<file path="config.mk">
export PLATFORM = sky130hd
export DESIGN_NAME = kbd_frame_rx
export DESIGN_NICKNAME = d
export VERILOG_FILES = /design/src/rtl/kbd_rx_pkg.sv /design/src/rtl/kbd_line_cond.sv /design/src/rtl/kbd_quiet_timer.sv /design/src/rtl/kbd_frame_core.sv /design/src/rtl/kbd_frame_rx.sv
export SDC_FILE = /design/constraint.sdc
export NUM_CORES = 1
export LEC_CHECK = 0
export ABC_AREA = 1
export BUFFER_PORTS_ARGS = -buffer_cell sky130_fd_sc_hd__buf_2
export CAP_MARGIN = 10
export CORE_MARGIN = 2
export CORE_UTILIZATION = 30
export DETAILED_ROUTE_END_ITERATION = 16
export GPL_TIMING_DRIVEN = 1
export SLEW_MARGIN = 20
export SYNTH_ARGS = -nofsm -noshare
export SYNTH_HDL_FRONTEND = slang
export SYNTH_SLANG_ARGS = --single-unit
</file>
<file path="constraint.sdc">
create_clock -name clk -period 1.93 [get_ports clk]
set_input_delay 0.2895 -clock clk [delete_from_list [all_inputs] [get_ports clk]]
set_output_delay 0.2895 -clock clk [all_outputs]
set_load 0.01 [all_outputs]
</file>
<file path="src/rtl/kbd_rx_pkg.sv">
package kbd_rx_pkg;
    localparam int FRAME_BITS = 11;
    localparam int CNT_W      = $clog2(FRAME_BITS + 1);

    typedef struct packed {
        logic [CNT_W-1:0]      nbit;
        logic [FRAME_BITS-1:0] shreg;
        logic                  clk_prev;
        logic [7:0]            data;
        logic                  valid;
        logic                  perr;
        logic                  ferr;
        logic                  pull;
    } core_st_t;
endpackage

</file>
<file path="src/rtl/kbd_line_cond.sv">
module kbd_line_cond #(
    parameter int FILT_LEN = 4
) (
    input  logic clk,
    input  logic rst_n,
    input  logic raw_i,
    output logic clean_o
);
    localparam int FC_W = $clog2(FILT_LEN + 1);

    typedef struct packed {
        logic [1:0]      sync;
        logic            filt;
        logic [FC_W-1:0] cnt;
    } cond_st_t;

    cond_st_t st_q, st_d;

    always_comb begin
        st_d      = st_q;
        st_d.sync = {st_q.sync[0], raw_i};
        if (st_q.sync[1] == st_q.filt) begin
            st_d.cnt = '0;
        end else if (st_q.cnt == FC_W'(FILT_LEN - 1)) begin
            st_d.filt = st_q.sync[1];
            st_d.cnt  = '0;
        end else begin
            st_d.cnt = st_q.cnt + 1'b1;
        end
    end

    always_ff @(posedge clk or negedge rst_n) begin
        if (!rst_n) begin
            st_q <= '{sync: 2'b11, filt: 1'b1, cnt: '0};
        end else begin
            st_q <= st_d;
        end
    end

    assign clean_o = st_q.filt;
endmodule

</file>
<file path="src/rtl/kbd_quiet_timer.sv">
module kbd_quiet_timer #(
    parameter int TIMEOUT_CYC = 500000
) (
    input  logic clk,
    input  logic rst_n,
    input  logic clear_i,
    input  logic run_i,
    output logic expired_o
);
    localparam int QW = $clog2(TIMEOUT_CYC + 1);

    logic [QW-1:0] cnt_q, cnt_d;

    always_comb begin
        cnt_d = cnt_q;
        if (clear_i || !run_i || expired_o) begin
            cnt_d = '0;
        end else begin
            cnt_d = cnt_q + 1'b1;
        end
    end

    always_ff @(posedge clk or negedge rst_n) begin
        if (!rst_n) begin
            cnt_q <= '0;
        end else begin
            cnt_q <= cnt_d;
        end
    end

    assign expired_o = run_i && (cnt_q == QW'(TIMEOUT_CYC - 1));
endmodule

</file>
<file path="src/rtl/kbd_frame_core.sv">
module kbd_frame_core
    import kbd_rx_pkg::*;
(
    input  logic       clk,
    input  logic       rst_n,
    input  logic       sclk_i,
    input  logic       sdat_i,
    input  logic       inhibit_i,
    input  logic       quiet_i,
    output logic       busy_o,
    output logic       fall_o,
    output logic       pull_o,
    output logic [7:0] data_o,
    output logic       valid_o,
    output logic       perr_o,
    output logic       ferr_o
);
    core_st_t st_q, st_d;
    logic [FRAME_BITS-1:0] frame_full;
    logic                  fall;

    assign fall       = st_q.clk_prev && !sclk_i;
    assign frame_full = {sdat_i, st_q.shreg[FRAME_BITS-1:1]};

    always_comb begin
        st_d          = st_q;
        st_d.clk_prev = sclk_i;
        st_d.valid    = 1'b0;
        st_d.pull     = inhibit_i;
        if (inhibit_i || quiet_i) begin
            st_d.nbit = '0;
        end else if (fall) begin
            st_d.shreg = frame_full;
            if (st_q.nbit == CNT_W'(FRAME_BITS - 1)) begin
                st_d.nbit  = '0;
                st_d.valid = 1'b1;
                st_d.data  = frame_full[8:1];
                st_d.perr  = ~(^frame_full[9:1]);
                st_d.ferr  = frame_full[0] | ~frame_full[10];
            end else begin
                st_d.nbit = st_q.nbit + 1'b1;
            end
        end
    end

    always_ff @(posedge clk or negedge rst_n) begin
        if (!rst_n) begin
            st_q <= '{nbit: '0, shreg: '0, clk_prev: 1'b1, data: '0,
                      valid: 1'b0, perr: 1'b0, ferr: 1'b0, pull: 1'b0};
        end else begin
            st_q <= st_d;
        end
    end

    assign busy_o  = (st_q.nbit != '0);
    assign fall_o  = fall;
    assign pull_o  = st_q.pull;
    assign data_o  = st_q.data;
    assign valid_o = st_q.valid;
    assign perr_o  = st_q.perr;
    assign ferr_o  = st_q.ferr;
endmodule

</file>
<file path="src/rtl/kbd_frame_rx.sv">
module kbd_frame_rx #(
    parameter int FILT_LEN    = 4,
    parameter int TIMEOUT_CYC = 500000
) (
    input  logic       clk,
    input  logic       rst_n,
    input  logic       line_clk_i,
    input  logic       line_dat_i,
    input  logic       inhibit_i,
    output logic       clk_pull_o,
    output logic [7:0] byte_o,
    output logic       byte_valid_o,
    output logic       par_err_o,
    output logic       frm_err_o
);
    logic [1:0] raw_lines, clean_lines;
    logic       busy, fall, quiet;

    assign raw_lines = {line_dat_i, line_clk_i};

    for (genvar g = 0; g < 2; g++) begin : g_cond
        kbd_line_cond #(.FILT_LEN(FILT_LEN)) u_cond (
            .clk     (clk),
            .rst_n   (rst_n),
            .raw_i   (raw_lines[g]),
            .clean_o (clean_lines[g])
        );
    end

    kbd_quiet_timer #(.TIMEOUT_CYC(TIMEOUT_CYC)) u_timer (
        .clk       (clk),
        .rst_n     (rst_n),
        .clear_i   (fall),
        .run_i     (busy),
        .expired_o (quiet)
    );

    kbd_frame_core u_core (
        .clk       (clk),
        .rst_n     (rst_n),
        .sclk_i    (clean_lines[0]),
        .sdat_i    (clean_lines[1]),
        .inhibit_i (inhibit_i),
        .quiet_i   (quiet),
        .busy_o    (busy),
        .fall_o    (fall),
        .pull_o    (clk_pull_o),
        .data_o    (byte_o),
        .valid_o   (byte_valid_o),
        .perr_o    (par_err_o),
        .ferr_o    (frm_err_o)
    );
endmodule

</file>
==> impl_metrics.env, run 1 <==
export IMPL_status="completed"
export IMPL_arrival_ns=1.90
export IMPL_syn_to_final_growth_pct=13.56
export IMPL_rrSetupSlack_ns=0.28
export IMPL_power_internal_mw=2.444
export IMPL_combinationalPowerShare_pct=22.0
export IMPL_seqPwrFrac_pct=42.5
export IMPL_criticalPathCategory="reg -> reg"
export IMPL_cp_data_required_time_ns=2.18
export IMPL_post_synth_top_count_cell="nand2_1"
export IMPL_gp_congestion=0.7766
export IMPL_die_y_microns=101.0
export IMPL_drcViolationCount=0
export IMPL_synth_ff_type="dfrtp_1"
export IMPL_track_usage_pct=10.85
export IMPL_fin_cells=462
export IMPL_place_inst=445
export IMPL_clkTransAtPathRegs_ns=0.07
export IMPL_power_mw=3.550
export IMPL_hold_class="in -> reg"
export IMPL_grt_pass1_vias=2016
export IMPL_pin_count=17
export IMPL_yosysSeqAreaShare_pct=51.71
export IMPL_drt_iter0_drc=70
export IMPL_antenna_cells=0
export IMPL_fp_row_count=35
export IMPL_power_switching_mw=1.106
export IMPL_p_per_area_nw_per_um2=1107
export IMPL_dr_pass1_iters=4
export IMPL_hold_viol_final=0
export IMPL_cellLeakagePower_nw=1.506
export IMPL_io_buffers=16
export IMPL_cts_max_level=3
export IMPL_start_kind="flip-flop"
export IMPL_clkPwrFrac_pct=35.5
export IMPL_period_share_pct=85.65
export IMPL_ant_nets=0
export IMPL_synth_nets=339
export IMPL_cts_sinks=58
export IMPL_avgSynthCellArea_sq_um=8.610
export IMPL_cts_root_buf="clkbuf_8"
export IMPL_worstMarginPinSlew_ns=0.6164
export IMPL_hold_depth=1
export IMPL_drv_cap=0
export IMPL_worst_r2r_cell_count=6
export IMPL_dieArea_sq_um=10210
export IMPL_route_vias_total=2026
export IMPL_synth_seq_cells=58
export IMPL_core_sq_um=9196
export IMPL_yosys_top_cells_count="84 x nand2_1, 51 x dfrtp_1, 48 x nor2_1, 38 x inv_1, 16 x nand3_1"
export IMPL_power_share_switching_pct=31.16
export IMPL_synth_warning_count=0
export IMPL_clockBufferDepth=2
export IMPL_finalSetupViolCount=0
export IMPL_worstPathMaxFanout=20
export IMPL_n_fill_cell=976
export IMPL_fmax_mhz=605.0
export IMPL_design_area_sq_um=3207
export IMPL_dp_hpwl_microns=3450
export IMPL_end_kind="flip-flop"
export IMPL_place_area_sq_um=2969
export IMPL_clk_latency_ns=0.34
export IMPL_wl_per_cell_microns=10.58
export IMPL_hold_path_startpoint="line_dat_i"
export IMPL_hold_ws_ns=0.04535
export IMPL_wl_microns=4886
export IMPL_cts_tree="yes"
export IMPL_synth_edff_count=0
export IMPL_avgViaCountPerCell=4.385
export IMPL_grt_pass1_wl_microns=8652
export IMPL_tns_ns=0
export IMPL_synthArstFlopShare_pct=100.0
export IMPL_netlist_instances=328
export IMPL_netlist_area_sq_um=2824
export IMPL_synth_area_leader_cell="dfrtp_1"
export IMPL_regToRegEndpoint="u_core.data_o[5]"
export IMPL_post_cts_buffers=0
export IMPL_ys_top_cells_by_area="dfrtp_1 45%, nand2_1 11%, dfstp_2 6.5%"
export IMPL_fin_nets=357
export IMPL_grt_ovfl_total=0
export IMPL_finClkSkew_ns=0.01026
export IMPL_slew_headroom_pct=58.91
export IMPL_period_needed_ns=1.653
export IMPL_synth_top_area_share_pct=45.19
export IMPL_peakVddDrop_mv=0.3694
export IMPL_r2r_start="u_core.st_q[12]"
export IMPL_grt_max_degree=34
export IMPL_rsz0062_at_grt="false"
export IMPL_synth_distinct_cells=26
export IMPL_drv_slew=0
export IMPL_drive_gt1_share_pct=19.09
export IMPL_initial_utilization_pct=30.71
export IMPL_dieWidth_microns=101.0
export IMPL_worstHoldEndpoint="g_cond[1].u_cond.st_d[5]"
export IMPL_cts_buffers=9
export IMPL_antenna_found_initial=0
-- power by group through the flow --
stage               sequential (mW)  combinational (mW)  clock (mW)
floorplan                      1.51               0.643           0
global placement               1.52               0.765           0
detailed placement             1.53               0.791           0
CTS                            1.51               0.801        1.31
global route                   1.53               0.924        1.35
finish                         1.51               0.780        1.26
-- worst max-delay path, cell delays in order, from the launching register on --
cell     delay [ns]
dfstp_2        0.51
inv_1          0.04
nor2_2         0.18
inv_1          0.09
nor2_1         0.15
nand3_2        0.32
o21ai_0        0.28
-- cells in the final DEF (no fill, tap or decap), types with 7 or more instances in the layout --
| cell | Yosys | layout |
|---|---|---|
| buf_2 | 0 | 16 |
| nor2_1 | 48 | 48 |
| o21ai_2 | 10 | 10 |
| nand2_1 | 84 | 84 |
| dfstp_2 | 7 | 7 |
| dfrtp_1 | 51 | 51 |
| o21ai_0 | 8 | 8 |
| nand3_1 | 16 | 16 |
| clkbuf_8 | 0 | 10 |
| inv_1 | 38 | 38 |
-- registers in the layout, indices dropped and copies added (netlist names) --
signal	cells
u_timer.cnt_q	19
u_core.pull_o	1
u_core.perr_o	1
g_cond.u_cond.st_d	2
u_core.frame_full	10
u_core.st_q	5
g_cond.u_cond.st_q	8
g_cond.u_cond.clean_o	2
u_core.ferr_o	1
u_core.data_o	8
u_core.valid_o	1
-- worst max path at each step --
stage                     start          endpoint  slack [ns]  cells after the start
2_1_floorplan  u_timer.cnt_q[0]     u_core.perr_o        0.53                      9
3_3_place_gp   u_timer.cnt_q[0]     u_core.ferr_o        0.32                      7
3_5_place_dp   u_timer.cnt_q[0]  u_core.data_o[5]        0.28                      6
4_1_cts         u_core.st_q[12]  u_core.data_o[5]        0.23                      6
5_1_grt         u_core.st_q[12]  u_core.data_o[0]        0.07                      7
6_report        u_core.st_q[12]  u_core.data_o[5]        0.28                      6
-- repair_timing --
action / CTS / global route
hold buffers: 1 / 0
endpoints found under the hold margin: 18 / 0
resized for setup: 0 / 0
-- routing by layer --
metal	wire length, microns	GRT usage (%)	up-vias
met5	0	0	-
met4	138	6.965	0
met3	135	2.288	10
met2	2166	16.51	29
met1	2445	13.96	944
li1	-	-	1043
-- metrics by stage --
step / setup slack, ns / utilization, %
2_1_floorplan: 0.5263 / -
3_3_place_gp: 0.3152 / 32.29
3_5_place_dp: 0.2752 / 32.29
4_1_cts: 0.2347 / 34.87
5_1_grt: 0.06717 / 34.87
6_report: 0.2770 / 34.87
-- final cells by class --
type	instances	area (sq um)	share of cell area [%]
inverter	42	157.7	4.916
multi-input combinational	215	1097	34.22
timing repair buffer	20	125.1	3.902
tap	111	138.9	4.331
clock inverter	6	90.09	2.809
clock buffer	10	137.6	4.292
sequential	58	1460	45.53
-- logic make-up (layout without fill, tap and decap cells) --
| family | after synthesis | after routing | synth area share [%] |
|---|---|---|---|
| xor+xnor | 12 | 12 | 3.722 |
| compound gates | 24 | 24 | 5.715 |
| simple gates | 172 | 172 | 26.36 |
| mux | 1 | 1 | 0.3987 |
| buf+inv | 55 | 78 | 9.437 |
| flops | 58 | 58 | 51.71 |
| fa+ha+maj | 6 | 6 | 2.658 |
No activity file was read; power rests on OpenSTA's default activity.
==> inputs of run 2 (changes only) <==
==> constraint.sdc (replaced) <==
create_clock -name clk -period 2.1 [get_ports clk]
set_input_delay 0.315 -clock clk [delete_from_list [all_inputs] [get_ports clk]]
set_output_delay 0.315 -clock clk [all_outputs]
set_load 0.01 [all_outputs]
==> run 2 against run 1 <==
Fmax down 0.34%. Clock power down 9.5%. Die area did not move. Highest routed layer unchanged. Final area about the same. Sequential power is 8% lower. Largest cell class unchanged. Largest power group unchanged.
==> impl_metrics.env, run 2 (same netlist as run 1, synthesis figures left out) <==
export IMPL_status="completed"
export IMPL_criticalPathCategory="reg -> reg"
export IMPL_core_sq_um=9196
export IMPL_seqCellArea_sq_um=1460
export IMPL_ant_nets=0
export IMPL_avgViaCountPerCell=4.333
export IMPL_clk_latency_ns=0.32
export IMPL_grt_max_degree=59
export IMPL_track_usage_pct=10.30
export IMPL_grt_ovfl_total=0
export IMPL_route_vias_total=2002
export IMPL_grt_pass1_wl_microns=8286
export IMPL_cts_max_level=3
export IMPL_wl_microns=4642
export IMPL_place_inst=445
export IMPL_drcViolationCount=0
export IMPL_cts_sinks=58
export IMPL_most_common_layout_cells="84 x nand2_1, 51 x dfrtp_1, 48 x nor2_1"
export IMPL_initial_utilization_pct=30.71
export IMPL_dr_pass1_iters=4
export IMPL_clockBufferDepth=2
export IMPL_slew_headroom_pct=75.54
export IMPL_cellLeakagePower_nw=1.510
export IMPL_layout_commonest_cell="nand2_1"
export IMPL_path_common_cell="nand3_2"
export IMPL_antenna_cells=0
export IMPL_crit_chain="ha_1 -> nand3_1 -> a21oi_2 -> nand3_2 -> nand3_2 -> buf_4 -> nand2_1 -> o21ai_2"
export IMPL_grt_pass1_vias=1911
export IMPL_die_y_microns=101.0
export IMPL_dieWidth_microns=101.0
export IMPL_io_buffers=16
export IMPL_start_kind="flip-flop"
export IMPL_cts_buffers=9
export IMPL_dp_hpwl_microns=3382
export IMPL_fp_row_count=35
export IMPL_end_kind="flip-flop"
export IMPL_drive_gt1_share_pct=18.80
export IMPL_pin_count=17
export IMPL_fmax_mhz=602.9
export IMPL_tns_ns=0
export IMPL_drv_cap=0
export IMPL_peakVddDrop_mv=0.2994
export IMPL_period_share_pct=78.98
export IMPL_syn_to_final_growth_pct=13.60
export IMPL_cp_slowest_stage_delay_ns=0.37
export IMPL_finClkSkew_ns=0.009602
export IMPL_period_needed_ns=1.659
export IMPL_drt_iter0_drc=65
export IMPL_antenna_found_initial=0
export IMPL_n_fill_cell=947
export IMPL_regMostFlops="u_timer.cnt_q"
export IMPL_drv_slew=0
export IMPL_largest_reg_flops=19
export IMPL_wl_per_cell_microns=10.05
export IMPL_gp_congestion=0.8072
export IMPL_cp_slowest_cell="dfrtp_1"
export IMPL_dieArea_sq_um=10210
export IMPL_cts_tree="yes"
export IMPL_hold_viol_final=0
export IMPL_fin_cells=462
export IMPL_worstMarginPinSlew_ns=0.3665
export IMPL_cts_root_buf="clkbuf_8"
export IMPL_multiInputGateArea_sq_um=1097
export IMPL_clkTransAtPathRegs_ns=0.07
export IMPL_p_per_area_nw_per_um2=1009
export IMPL_rsz0062_at_grt="false"
export IMPL_hold_class="in -> reg"
export IMPL_cts_resized=0
export IMPL_worstPathMaxFanout=20
export IMPL_finalSetupViolCount=0
export IMPL_fin_nets=357
export IMPL_cp_data_required_time_ns=2.35
export IMPL_arrival_ns=1.91
run 2: cell count changes in the layout (fill, tap and decap cells not counted):
| cell | delta |
|---|---|
| clkbuf_1 | +1 |
| clkbuf_8 | +1 |
| clkinv_4 | -1 |
| clkinvlp_4 | -1 |
run 2: layout make-up:
class / instances / share of cell area [%]
Sequential cell: 58 / 45.51
Clock inverter: 4 / 2.301
Clock buffer: 12 / 4.836
Inverter: 42 / 4.914
Tap cell: 111 / 4.329
Timing Repair Buffer: 20 / 3.900
Multi-Input combinational cell: 215 / 34.20
run 2: repair_timing:
action,4_1_cts,5_1_grt
hold endpoints to repair,47,0
hold buffers,1,0
buffers inserted,0,0
run 2: worst paths after layout:
path	end	cells after the start	slack, ns	start
max reg2reg	u_core.frame_full[5]	8	0.44	u_timer.cnt_q[0]
max	u_core.frame_full[5]	8	0.44	u_timer.cnt_q[0]
min reg2reg	g_cond[0].u_cond.st_q[5]	0	0.36	g_cond[0].u_cond.st_d[5]
min	g_cond[1].u_cond.st_d[5]	1	0.09	line_dat_i
max in group asynchronous	g_cond[0].u_cond.st_d[5]	3	1.27	rst_n
min in group asynchronous	u_timer.cnt_q[7]	3	0.52	rst_n
run 2: worst max-delay path: cells and delay by family, from the launching register on:
kind,cells,cell delay [ns]
DFF,1,0.37
and+or+nand+nor,4,0.50
adders and majority gates,1,0.25
AOI/OAI and AO/OA,2,0.21
buffers and inverters,1,0.26
run 2: through the flow:
stage                     power [mW]  hold slack, ns  instance area [sq um]  utilization [%]  setup WS, ns
after floorplan                1.975         0.01941                   2824                -        0.6963
after global placement         2.106          0.3408                   2969            32.29        0.4920
after detailed placement       2.124          0.3420                   2969            32.29        0.4239
after CTS                      3.299         0.06183                   3208            34.88        0.4202
after global routing           3.501         0.05839                   3208            34.88        0.2254
final                          3.239         0.08708                   3208            34.88        0.4414
run 2: per-layer routing:
| layer | vias to the layer above | share of wire (%) | global-route usage [%] |
|---|---|---|---|
| li1 | 1047 | - | - |
| met1 | 920 | 50 | 12.86 |
| met2 | 29 | 44 | 16.67 |
| met3 | 6 | 4.3 | 3.190 |
| met4 | 0 | 1.7 | 4.054 |
| met5 | - | 0 | 0 |
run 2: report_power, final:
part           internal, mW  leakage [nW]  switching (mW)  total (mW)
clock                 0.733         0.117           0.410        1.14
sequential             1.28         0.773           0.101        1.39
combinational         0.261         0.620           0.449       0.709
